--- config.mk ---
export PLATFORM = sky130hd
export DESIGN_NAME = msg_rx_framer
export DESIGN_NICKNAME = d
export VERILOG_FILES = /design/src/rtl/msgrx_pkg.sv /design/src/rtl/msgrx_hdr.sv /design/src/rtl/msgrx_pack.sv /design/src/rtl/msgrx_timer.sv /design/src/rtl/msg_rx_framer.sv
export SDC_FILE = /design/constraint.sdc
export NUM_CORES = 1
export LEC_CHECK = 0
export BUFFER_PORTS_ARGS = -buffer_cell sky130_fd_sc_hd__buf_2
export CORE_MARGIN = 5
export CORE_UTILIZATION = 50
export CTS_BUF_LIST = sky130_fd_sc_hd__clkbuf_16
export DETAILED_ROUTE_END_ITERATION = 7
export MAX_ROUTING_LAYER = met4
export PLACE_DENSITY = 0.77
export SLEW_MARGIN = 30
export SYNTH_ARGS = -nofsm -noshare
export SYNTH_HDL_FRONTEND = slang
export SYNTH_HIERARCHICAL = 1
export SYNTH_SLANG_ARGS = --single-unit
--- constraint.sdc ---
create_clock -name clk -period 3.1 [get_ports clk]
set_input_delay 0.31 -clock clk [delete_from_list [all_inputs] [get_ports clk]]
set_output_delay 0.31 -clock clk [all_outputs]
set_load 0.005 [all_outputs]
--- src/rtl/msgrx_pkg.sv ---
package msgrx_pkg;

    localparam int unsigned WORD_BYTES = 4;

    typedef enum logic [1:0] {
        ST_IDLE,
        ST_CHECK,
        ST_RECV,
        ST_FINISH
    } rx_state_e;

    typedef struct packed {
        logic        we;
        logic [3:0]  be;
        logic [31:0] data;
    } store_t;

    // byte-enable mask with the lowest n lanes set (n < 4)
    function automatic logic [3:0] low_lanes(input int unsigned n);
        return 4'((5'd1 << n) - 5'd1);
    endfunction

    // widen a byte-enable into a bit mask over a 32-bit word
    function automatic logic [31:0] lane_mask(input logic [3:0] be);
        logic [31:0] m;
        for (int k = 0; k < 4; k++) begin
            m[8*k +: 8] = {8{be[k]}};
        end
        return m;
    endfunction

endpackage

--- src/rtl/msgrx_hdr.sv ---
module msgrx_hdr #(
    parameter int unsigned LEN_W   = 9,
    parameter int unsigned DEPTH_W = 8
) (
    input  logic [LEN_W-1:0]   len_i,
    input  logic [DEPTH_W-1:0] depth_i,
    output logic [LEN_W-1:0]   words_o,
    output logic               bad_o
);
    logic [LEN_W:0] rounded;

    assign rounded = {1'b0, len_i} + (LEN_W+1)'(3);
    assign words_o = LEN_W'(rounded[LEN_W:2]) + LEN_W'(1);
    assign bad_o   = 32'(words_o) > 32'(depth_i);
endmodule

--- src/rtl/msgrx_pack.sv ---
module msgrx_pack
    import msgrx_pkg::*;
#(
    parameter int unsigned BUF_BYTES = 10,
    parameter int unsigned IDX_W     = 9
) (
    input  logic [IDX_W-1:0] idx_i,
    input  logic [31:0]      word_i,
    output store_t           st_o,
    output logic [2:0]       add_o
);
    localparam int unsigned FULL_WORDS = BUF_BYTES / WORD_BYTES;
    localparam int unsigned REM_BYTES  = BUF_BYTES % WORD_BYTES;

    logic full_hit;
    logic part_hit;

    assign full_hit = 32'(idx_i) < FULL_WORDS;

    generate
        if (REM_BYTES == 0) begin : g_whole
            assign part_hit = 1'b0;
        end else begin : g_partial
            assign part_hit = 32'(idx_i) == FULL_WORDS;
        end
    endgenerate

    always_comb begin
        st_o  = '0;
        add_o = '0;
        if (full_hit) begin
            st_o.we   = 1'b1;
            st_o.be   = 4'hF;
            st_o.data = word_i;
            add_o     = 3'd4;
        end else if (part_hit) begin
            st_o.we   = 1'b1;
            st_o.be   = low_lanes(REM_BYTES);
            st_o.data = word_i & lane_mask(low_lanes(REM_BYTES));
            add_o     = 3'(REM_BYTES);
        end
    end
endmodule

--- src/rtl/msgrx_timer.sv ---
module msgrx_timer #(
    parameter int unsigned TIMEOUT = 1000
) (
    input  logic clk,
    input  logic rst,
    input  logic load_i,
    input  logic tick_i,
    output logic expired_o
);
    localparam int unsigned TW = $clog2(TIMEOUT + 1);

    logic [TW-1:0] left_q;

    always_ff @(posedge clk) begin
        if (rst) begin
            left_q <= TW'(TIMEOUT);
        end else if (load_i) begin
            left_q <= TW'(TIMEOUT);
        end else if (tick_i && left_q != '0) begin
            left_q <= left_q - TW'(1);
        end
    end

    assign expired_o = tick_i && (left_q == '0);
endmodule

--- src/rtl/msg_rx_framer.sv ---
module msg_rx_framer
    import msgrx_pkg::*;
#(
    parameter int unsigned LEN_LSB   = 16,
    parameter int unsigned LEN_W     = 9,
    parameter int unsigned DEPTH_W   = 8,
    parameter int unsigned BUF_BYTES = 10,
    parameter int unsigned TIMEOUT   = 1000,
    localparam int unsigned BUF_WORDS = (BUF_BYTES + WORD_BYTES - 1) / WORD_BYTES,
    localparam int unsigned ADDR_W    = (BUF_WORDS > 1) ? $clog2(BUF_WORDS) : 1,
    localparam int unsigned BYTE_W    = $clog2(BUF_BYTES + 1)
) (
    input  logic               clk,
    input  logic               rst,
    input  logic               start_i,
    input  logic               local_rdy_i,
    input  logic               peer_rdy_i,
    input  logic [DEPTH_W-1:0] fill_i,
    input  logic [DEPTH_W-1:0] depth_i,
    input  logic               word_valid_i,
    input  logic [31:0]        word_i,
    output logic               word_ready_o,
    output logic               buf_we_o,
    output logic [ADDR_W-1:0]  buf_addr_o,
    output logic [3:0]         buf_be_o,
    output logic [31:0]        buf_data_o,
    output logic [BYTE_W-1:0]  byte_cnt_o,
    output logic               done_o,
    output logic               abort_o,
    output logic               timeout_o,
    output logic               ring_rst_o,
    output logic               doorbell_o
);
    localparam int unsigned CNT_W = LEN_W;

    rx_state_e        state_q;
    logic [CNT_W-1:0] idx_q;
    logic [CNT_W-1:0] words_q;

    logic [CNT_W-1:0] hdr_words;
    logic             hdr_bad;
    store_t           st;
    logic [2:0]       add_bytes;
    logic             pre_bad;
    logic             hs;
    logic             last_word;
    logic             tmr_load;
    logic             tmr_tick;
    logic             expired;

    msgrx_hdr #(.LEN_W(LEN_W), .DEPTH_W(DEPTH_W)) u_hdr (
        .len_i   (word_i[LEN_LSB +: LEN_W]),
        .depth_i (depth_i),
        .words_o (hdr_words),
        .bad_o   (hdr_bad)
    );

    msgrx_pack #(.BUF_BYTES(BUF_BYTES), .IDX_W(CNT_W)) u_pack (
        .idx_i  (idx_q),
        .word_i (word_i),
        .st_o   (st),
        .add_o  (add_bytes)
    );

    msgrx_timer #(.TIMEOUT(TIMEOUT)) u_timer (
        .clk       (clk),
        .rst       (rst),
        .load_i    (tmr_load),
        .tick_i    (tmr_tick),
        .expired_o (expired)
    );

    assign word_ready_o = (state_q == ST_RECV);
    assign hs           = word_ready_o && word_valid_i;
    assign pre_bad      = !local_rdy_i || !peer_rdy_i || (32'(fill_i) > 32'(depth_i));
    assign last_word    = (idx_q == '0) ? (hdr_words == CNT_W'(1))
                                        : (idx_q + CNT_W'(1) == words_q);
    assign tmr_load     = (state_q == ST_IDLE) && start_i;
    assign tmr_tick     = ((state_q == ST_CHECK) && pre_bad) ||
                          ((state_q == ST_RECV) && !word_valid_i);

    always_ff @(posedge clk) begin
        if (rst) begin
            state_q    <= ST_IDLE;
            idx_q      <= '0;
            words_q    <= '0;
            byte_cnt_o <= '0;
            buf_we_o   <= 1'b0;
            buf_addr_o <= '0;
            buf_be_o   <= '0;
            buf_data_o <= '0;
            done_o     <= 1'b0;
            abort_o    <= 1'b0;
            timeout_o  <= 1'b0;
            ring_rst_o <= 1'b0;
            doorbell_o <= 1'b0;
        end else begin
            buf_we_o   <= 1'b0;
            done_o     <= 1'b0;
            abort_o    <= 1'b0;
            timeout_o  <= 1'b0;
            ring_rst_o <= 1'b0;
            doorbell_o <= 1'b0;
            unique case (state_q)
                ST_IDLE: begin
                    if (start_i) begin
                        state_q    <= ST_CHECK;
                        idx_q      <= '0;
                        byte_cnt_o <= '0;
                    end
                end
                ST_CHECK: begin
                    if (expired) begin
                        timeout_o <= 1'b1;
                        state_q   <= ST_IDLE;
                    end else if (pre_bad) begin
                        ring_rst_o <= 1'b1;
                    end else begin
                        state_q <= ST_RECV;
                    end
                end
                ST_RECV: begin
                    if (hs) begin
                        if (idx_q == '0 && hdr_bad) begin
                            ring_rst_o <= 1'b1;
                            byte_cnt_o <= '0;
                            state_q    <= ST_CHECK;
                        end else begin
                            if (idx_q == '0) begin
                                words_q <= hdr_words;
                            end
                            if (st.we) begin
                                buf_we_o   <= 1'b1;
                                buf_addr_o <= idx_q[ADDR_W-1:0];
                                buf_be_o   <= st.be;
                                buf_data_o <= st.data;
                                byte_cnt_o <= byte_cnt_o + BYTE_W'(add_bytes);
                            end
                            idx_q <= idx_q + CNT_W'(1);
                            if (last_word) begin
                                state_q <= ST_FINISH;
                            end
                        end
                    end else if (expired) begin
                        timeout_o <= 1'b1;
                        state_q   <= ST_IDLE;
                    end
                end
                ST_FINISH: begin
                    if (peer_rdy_i) begin
                        done_o     <= 1'b1;
                        doorbell_o <= 1'b1;
                    end else begin
                        abort_o    <= 1'b1;
                        ring_rst_o <= 1'b1;
                    end
                    state_q <= ST_IDLE;
                end
                default: state_q <= ST_IDLE;
            endcase
        end
    end
endmodule

==> out/results.tsv, run 1 <==
metric	value	unit
track_usage	23.0	%
grt_max_degree	44	
antenna_found_initial	0	
finalSetupViolCount	2	
grt_pass1_wl	21.2	mm
async_flop_share	0	%
avgViaCountPerCell	5.71	
drive_above_1_share	32.2	%
core	9280	um^2
start_util	51.5	%
period_share	103	%
ys_types	75	
yosysMostFrequentCell	nand2_1	
seq_area	1540	um^2
violations	negative setup slack	
seqPwrFrac	37.4	%
comb_power_share	23.7	%
r2r_slack	160	ps
period_minus_slack	3180	ps
grt.met1_usage	26.7	%
vias	4850	
synth_top_flop_cell	dfxtp_1	
place_area	5550	um^2
synth_area_leaders	dfxtp_1 32%, nand2_1 7.6%, ha_1 7.3%	
grtUsageMet2	38.7	%
cp.required	3360	ps
grtUsageMet3	5.10	%
slew_headroom	35.5	%
setup_ws	-81.3	ps
syn_to_final_growth	30.5	%
ant_nets	0	
num_rows	35	
fin_area	6240	um^2
grt-ovfl-total	0	
dpl.hpwl	9.56	mm
multiInputGateArea	3040	um^2
die_area	11600	um^2
cp.arrival	3440	ps
status	complete, but fails checks	
critical_path.startpoint_type	input pin	
final_nets	798	
rsz0062_at_grt	true	
wl	14.3	mm
synth_top_area_share	32.2	%
cts.clk_slew.worst_paths	60	ps
first_pass_iters	5	
fin_hold_ws	238	ps
drtIter0Drc	291	
cellInternalPower	1.97	mW
p_leak	2.87	nW
synth-edff-count	0	
cap_violations	0	
hold_viol_final	0	
num_antenna_cells	0	
htree_num_levels	3	
power.switching	0.843	mW
clock-sinks	77	
fillers	723	
numCtsBuffers	9	
grt.busiest_layer	met2	
synth_area_per_cell	8.07	um^2
io_pins	103	
maxSlewViolCount	0	
clk_latency	340	ps
ys_seq_area_share	32.2	%
synth_largest_area_cell	dfxtp_1	
clockPowerShare	38.9	%
ys_seq_elements	77	
endpoint_kind	flop	
finClkSkew	8.15	ps
p_sw_share	30.0	%
gp_congestion	0.882	
fmax	314	MHz
syn-instance-count	593	
hold_buffers	0	
die_w	108	um
hold_class	in -> reg	
grt_pass1_vias	4495	
port_buffers	102	
tritoncts	built	
ys_warn_count	6	
syn-num-nets	676	
crit_type	in -> reg	
crit_fanout	4	
fp.dieH	108	um
wire_per_inst	16.8	um
irDropWorstVdd	0.000305	V
p_per_area	450	nW/um^2
drc	0	
cts_buffer_depth	2	
synthTopCellsByCount	97 x nand2_1, 77 x dfxtp_1, 59 x a21oi_1, 48 x inv_1, 35 x nor2_1	
synth_area	4790	um^2
root_buffer	clkbuf_16	
tightest_slew	965	ps
[layer usage]
| layer | up-vias | share of wire [%] |
|---|---|---|
| met4 | 0 | 3.9 |
| met3 | 45 | 7.6 |
| li1 | 2297 | - |
| met2 | 207 | 50 |
| met1 | 2301 | 38 |
| met5 | - | 0 |
[power by group through the flow]
stage | registers [mW] | logic [mW] | clock network, mW
global route | 1.06 | 0.728 | 1.15
floorplan | 1.07 | 0.373 | 0
CTS | 1.05 | 0.593 | 1.10
global placement | 1.07 | 0.547 | 0
finish | 1.05 | 0.666 | 1.09
detailed placement | 1.07 | 0.568 | 0
[cells by family after synthesis]
family                   after synthesis  synth area share, %
AO/OA/AOI/OAI                        121                 16.3
multiplexers                          12                 2.51
AND/OR/NAND/NOR                      245                 28.4
XOR/XNOR                              19                 3.48
adder cells (fa/ha/maj)               29                 7.74
flip-flops                            77                 32.2
buffers and inverters                 88                 9.20
other                                  2                0.157
[stage by stage]
step	setup WS [ps]	instances	util [%]	setup TNS, ps	total power, mW
after floorplan	-103	593	-	-1680	1.44
after global placement	-376	821	59.8	-14810	1.62
after detailed placement	-566	821	59.8	-24640	1.64
after CTS	-20.8	839	64.0	-20.8	2.75
after global routing	-230	849	67.3	-3180	2.93
final	-81.3	849	67.3	-122	2.81
[registers in the layout (all words and copies together), names as in the netlist]
signal,count
byte_cnt_o,4
timeout_o,1
state_q,2
buf_data_o,32
idx_q,9
u_timer/left_q,10
words_q,9
buf_addr_o,2
buf_we_o,1
ring_rst_o,1
abort_o,1
doorbell_o,1
buf_be_o,4
[worst paths after layout]
check,start,to,cells after the start
setup reg to reg,idx_q[7],byte_cnt_o[3],7
setup / recovery,word_i[16],byte_cnt_o[3],18
hold reg to reg,buf_data_o[3],buf_data_o[3],2
hold / removal,peer_rdy_i,doorbell_o,2
[worst max-delay path, stage by stage]
cell      delay (ps)
buf_8            100
or3_4            380
and2_4           180
ha_4             180
nor2_4            80
o21ai_2           80
nand4_1          130
xnor2_2          130
ha_4             290
o21ai_2           50
o21bai_1         190
o311a_4          260
buf_6            100
a31oi_2           70
o21ai_1          210
or3b_4           400
xor2_1           150
nor3_1           160
[layout make-up]
class                           count  area share, %
Clock inverter                      7           1.28
Multi-Input combinational cell    428           48.7
Inverter                           48           2.89
Clock buffer                        9           3.61
Sequential cell                    77           24.7
Tap cell                          129           2.59
Timing Repair Buffer              151           16.3
[cell usage in the layout (no fill, tap or decap), types with 4 or more instances in the layout]
cell and instances:
o21ai_0 12, a21oi_1 58, nor4b_2 11, dfxtp_1 77
clkbuf_16 13, nor2b_1 6, xnor2_1 5, nor2_1 34
and3_1 5, nand2_1 93, buf_6 8, nor4b_1 5
inv_1 48, mux2i_1 12, ha_1 25, xor2_1 9
buf_4 36, nor3_1 27, xnor2_2 4, or3_1 5
nand4_1 5, o211ai_1 4, nand3_1 7, buf_2 100
[timing repair]
item	4_1_cts	5_1_grt
gates cloned	0	5
setup buffers	2	6
endpoints found under the setup margin	50	58
pin swaps	7	22
gates resized for setup	13	34
(Power assumes the default switching activity.)
==> inputs of run 2 (changes only) <==
--- a/config.mk
+++ b/config.mk
@@ -17,3 +17,4 @@
 export SYNTH_HDL_FRONTEND = slang
 export SYNTH_HIERARCHICAL = 1
 export SYNTH_SLANG_ARGS = --single-unit
+export TNS_END_PERCENT = 30
==> out/results.tsv, run 2 (synthesis results as in run 1) <==
metric	value	unit	change
status	complete, but fails checks		unchanged
violations	negative setup slack		unchanged
root_buffer	clkbuf_16		unchanged
critical_path.startpoint_type	input pin		unchanged
avgViaCountPerCell	5.54		was 5.71
finClkSkew	8.80	ps	was 8.15 ps
placedCellCount	818		was 821
first_pass_iters	6		was 5
grt_pass1_vias	4453		was 4495
p_leak	2.71	nW	was 2.87 nW
crit_type	in -> reg		unchanged
clk_latency	330	ps	was 340 ps
die_area	11600	um^2	unchanged
tritoncts	built		unchanged
fp.dieH	108	um	unchanged
endpoint_kind	flop		unchanged
final_nets	785		was 798
fillers	806		was 723
instances_no_fill	836		was 849
clock-sinks	77		unchanged
period_share	102	%	was 103%
hold_class	in -> reg		unchanged
die_w	108	um	unchanged
grt_max_degree	50		was 44
cap_violations	0		unchanged
crit_buf_inv	2		unchanged
tightest_slew	776	ps	was 965 ps
drc	0		unchanged
wire_per_inst	15.6	um	was 16.8 um
setup_ws	-66.0	ps	was -81.3 ps
syn_to_final_growth	23.8	%	was 30.5%
start_util	51.5	%	unchanged
htree_num_levels	3		unchanged
ant_nets	0		unchanged
antenna_found_initial	0		unchanged
place_area	5510	um^2	was 5550 um^2
num_rows	35		unchanged
cp.required	3330	ps	was 3360 ps
finalSetupViolCount	2		unchanged
num_antenna_cells	0		unchanged
p_per_area	447	nW/um^2	was 450 nW/um^2
cts.clk_slew.worst_paths	60	ps	about the same
vias	4635		was 4850
largestRegisters	buf_data_o (32), u_timer/left_q (10)		unchanged
irDropWorstVdd	0.000321	V	was 0.000305 V
numCtsBuffers	9		unchanged
fin_area	5920	um^2	was 6240 um^2
cp.arrival	3390	ps	was 3440 ps
io_pins	103		unchanged
cp_top_family	compound AO/OA/AOI/OAI gates		was simple AND/OR/NAND/NOR gates
top_register	buf_data_o		unchanged
max_stage_delay	380	ps	was 400 ps
fin_hold_ws	248	ps	was 238 ps
cpMaxStageDelayCell	or3_4		was or3b_4
period_minus_slack	3170	ps	was 3180 ps
rsz0062_at_grt	true		unchanged
hold_viol_final	0		unchanged
crit_fanout	4		unchanged
drive_above_1_share	29.3	%	was 32.2%
maxSlewViolCount	0		unchanged
port_buffers	102		unchanged
mostFrequentLayoutCells	100 x buf_2, 95 x nand2_1, 77 x dfxtp_1		was 100 x buf_2, 93 x nand2_1, 77 x dfxtp_1
largest_register_ffs	32		unchanged
gp_congestion	0.915		was 0.882
dp_slack	-607	ps	was -566 ps
grt_pass1_wl	20.9	mm	was 21.2 mm
core	9280	um^2	unchanged
track_usage	22.8	%	was 23.0%
dpl.hpwl	9.47	mm	was 9.56 mm
drtIter0Drc	249		was 291
wl	13.0	mm	was 14.3 mm
grt-ovfl-total	0		unchanged
cts_buffer_depth	2		unchanged
layout_commonest_cell	buf_2		unchanged
crit_chain	buf_6 > or3_4 > and2_4 > ha_4 > nor2_4 > o21ai_2 > nand4_1 > xnor2_2 > ha_2 > buf_4 > nor4_4 > o221ai_2 > o311a_4 > a41o_4 > a31oi_4 > o311a_1 > a2111oi_4 > o221a_1		was buf_8 > or3_4 > and2_4 > ha_4 > nor2_4 > o21ai_2 > nand4_1 > xnor2_2 > ha_4 > o21ai_2 > o21bai_1 > o311a_4 > buf_6 > a31oi_2 > o21ai_1 > or3b_4 > xor2_1 > nor3_1
slew_headroom	48.1	%	was 35.5%
fmax	316	MHz	was 314 MHz
==> run 2: metal layers <==
layer,track usage [%],wire length (um),up-vias
li1,-,-,2261
met3,5.70,805,28
met5,-,0,-
met4,6.67,318,0
met2,39.3,6570,153
met1,26.1,5310,2193
==> run 2: what timing repair did <==
action                                  in CTS  in global routing
setup buffers                                1                  1
hold buffers                                 0                  0
pin swaps                                   14                 11
endpoints found under the setup margin      50                 59
gates resized for setup                     13                 11
==> run 2: path summary, 6_finish.rpt <==
check | endpoint | start | slack (ps) | cells after the start
worst max-delay path | state_q[0] | word_i[18] | -70 | 18
worst min-delay path | doorbell_o | peer_rdy_i | 250 | 2
worst max register to register | byte_cnt_o[3] | idx_q[7] | 440 | 8
worst min register to register | buf_data_o[21] | buf_data_o[21] | 450 | 2
==> run 2: metrics by stage <==
step           total power [mW]  TNS [ps]  util [%]
2_1_floorplan              1.43     -1580         -
3_3_place_gp               1.61    -15490      59.3
3_5_place_dp               1.63    -26030      59.3
4_1_cts                    2.63      -119      63.1
5_1_grt                    2.77     -4430      63.8
6_report                   2.65      -101      63.8
==> run 2: layout make-up <==
class | instances | area, um^2 | share of cell area, %
inverters | 48 | 180 | 3.04
repair buffers | 138 | 826 | 13.9
clock inverters | 7 | 50.0 | 0.845
flip-flops and latches | 77 | 1540 | 26.0
well taps | 129 | 161 | 2.72
clock buffers | 9 | 225 | 3.80
multi-input cells | 428 | 2940 | 49.6
==> run 2: power by group <==
group	internal (mW)	switching, mW	total, mW
sequential	1.02	0.0268	1.05
combinational	0.284	0.340	0.623
clock	0.544	0.431	0.975
==> inputs of run 3 (changes only) <==
==> constraint.sdc (replaced) <==
create_clock -name clk -period 3.1 [get_ports clk]
set_input_delay 0.93 -clock clk [delete_from_list [all_inputs] [get_ports clk]]
set_output_delay 0.93 -clock clk [all_outputs]
set_load 0.005 [all_outputs]
==> out/results.tsv, run 3 (synthesis results as in run 1) <==
metric	value	unit	change
status	complete, but fails checks		unchanged
violations	negative setup slack		unchanged
clock-sinks	77		unchanged
critical_path.startpoint_type	input pin		unchanged
utilization	70.0	%	was 63.8%
hold_class	reg -> reg		was in -> reg
crit_type	in -> reg		unchanged
finalPower	2.87	mW	was 2.65 mW
wl_met2	7.47	mm	was 6.57 mm
finalSetupViolCount	64		was 2
top_layer	met4		unchanged
grt_pass1_wl	23.0	mm	was 20.9 mm
rsz0062_at_grt	true		unchanged
cp.arrival	3930	ps	was 3390 ps
routed-wl-met3	860	um	was 805 um
period_share	121	%	was 102%
endpoint_kind	flop		unchanged
largest_register_ffs	32		unchanged
drive_above_1_share	38.0	%	was 29.3%
gp_congestion	0.936		was 0.915
cp.required	3290	ps	was 3330 ps
layout_commonest_cell	buf_2		unchanged
hold_buffers	0		unchanged
wl	14.5	mm	was 13.0 mm
tightest_slew	1040	ps	was 776 ps
track_usage	25.0	%	was 22.8%
num_rows	35		unchanged
numCtsBuffers	9		unchanged
dpl.hpwl	9.75	mm	was 9.47 mm
ant_nets	0		unchanged
r2r_cells	7		was 8
placedCellCount	839		was 818
mostFrequentLayoutCells	100 x buf_2, 90 x nand2_1, 77 x dfxtp_1		was 100 x buf_2, 95 x nand2_1, 77 x dfxtp_1
cpMaxStageDelayCell	or3b_4		was or3_4
irDropWorstVdd	0.000345	V	was 0.000321 V
hold_viol_final	0		unchanged
top_register	buf_data_o		unchanged
clk_latency	340	ps	was 330 ps
vias	4899		was 4635
crit_fanout	5		was 4
drc	0		unchanged
avgViaCountPerCell	5.66		was 5.54
drtIter0Drc	349		was 249
largestRegisters	buf_data_o (32), u_timer/left_q (10)		unchanged
antenna_found_initial	0		unchanged
slew_headroom	30.6	%	was 48.1%
fmax	267	MHz	was 316 MHz
crit_chain	buf_8 > or3_4 > and2_4 > ha_4 > nand2_1 > o21ai_2 > nand2_2 > xnor2_4 > ha_4 > nand3_4 > o221ai_2 > o311a_4 > a31oi_4 > o21ai_2 > or3b_4 > xor2_1 > nor3_1		was buf_6 > or3_4 > and2_4 > ha_4 > nor2_4 > o21ai_2 > nand4_1 > xnor2_2 > ha_2 > buf_4 > nor4_4 > o221ai_2 > o311a_4 > a41o_4 > a31oi_4 > o311a_1 > a2111oi_4 > o221a_1
first_pass_iters	5		was 6
grt-ovfl-total	0		unchanged
grt_pass1_vias	4880		was 4453
cts.clk_slew.worst_paths	60	ps	about the same
period_minus_slack	3740	ps	was 3170 ps
die_w	108	um	unchanged
setup_ws	-640	ps	was -66.0 ps
maxSlewViolCount	0		unchanged
p_per_area	442	nW/um^2	was 447 nW/um^2
root_buffer	clkbuf_16		unchanged
wire_per_inst	16.7	um	was 15.6 um
max_stage_delay	400	ps	was 380 ps
min_path_cells	2		unchanged
dp_slack	-1090	ps	was -607 ps
syn_to_final_growth	35.7	%	was 23.8%
htree_num_levels	3		unchanged
port_buffers	102		unchanged
wl_met1	5.77	mm	was 5.31 mm
finClkSkew	11.4	ps	was 8.80 ps
die_area	11600	um^2	unchanged
grt_max_degree	62		was 50
instances_no_fill	865		was 836
cap_violations	0		unchanged
final_nets	814		was 785
fp.dieH	108	um	unchanged
p_leak	2.92	nW	was 2.71 nW
start_util	51.5	%	unchanged
core	9280	um^2	unchanged
cts_buffer_depth	2		unchanged
io_pins	103		unchanged
num_antenna_cells	0		unchanged
fin_hold_ws	451	ps	was 248 ps
tritoncts	built		unchanged
## run 3: cell count changes in the layout (fill, tap and decap cells not counted), sizes merged
cell / previous run / this run
buf: 138 / 167
bufinv: 0 / 1
clkinv: 2 / 1
clkinvlp: 2 / 1
inv: 51 / 52
## run 3: worst paths after layout
| kind | slack [ps] | startpoint | to |
|---|---|---|---|
| hold / removal | 450 | buf_data_o[7] | buf_data_o[7] |
| setup / recovery | -640 | word_i[16] | byte_cnt_o[3] |
| hold reg to reg | 450 | buf_data_o[7] | buf_data_o[7] |
| setup reg to reg | 320 | idx_q[7] | byte_cnt_o[3] |
## run 3: power by group
| group | switching (mW) | internal (mW) | total, mW |
|---|---|---|---|
| combinational | 0.390 | 0.345 | 0.735 |
| clock | 0.447 | 0.636 | 1.08 |
| sequential | 0.0303 | 1.02 | 1.05 |
## run 3: layout make-up
class | count | area, um^2
tap | 129 | 161
clock buffer | 9 | 225
inverter | 48 | 180
clock inverter | 7 | 80.1
fill | 706 | 2790
sequential | 77 | 1540
multi-input combinational | 428 | 3180
timing repair buffer | 167 | 1130
## run 3: stage by stage
| step | TNS, ps | instance area, um^2 |
|---|---|---|
| 4_1_cts | -22560 | 6300 |
| 5_1_grt | -39980 | 6500 |
| 3_3_place_gp | -50280 | 5700 |
| 2_1_floorplan | -34850 | 4870 |
| 6_report | -31550 | 6500 |
| 3_5_place_dp | -60120 | 5700 |
## run 3: routing by layer
layer	global-route usage (%)	vias up
li1	-	2326
met1	29.4	2324
met2	43.2	209
met3	4.20	40
met4	8.39	0
met5	-	-
## run 3: timing repair
| action | CTS | global route |
|---|---|---|
| buffers inserted | 5 | 4 |
| gates cloned | 3 | 0 |
| pin swaps | 19 | 24 |
| gates resized for setup | 42 | 48 |
| endpoints found under the setup margin | 66 | 67 |
## run 3: worst max-delay path, delay by kind of cell
family / cells / cell delay, ps
XOR/XNOR: 2 / 260
adder cells (fa/ha/maj): 2 / 460
AND/OR/NAND/NOR: 7 / 1280
AO/OA/AOI/OAI: 5 / 890
buffers and inverters: 1 / 100
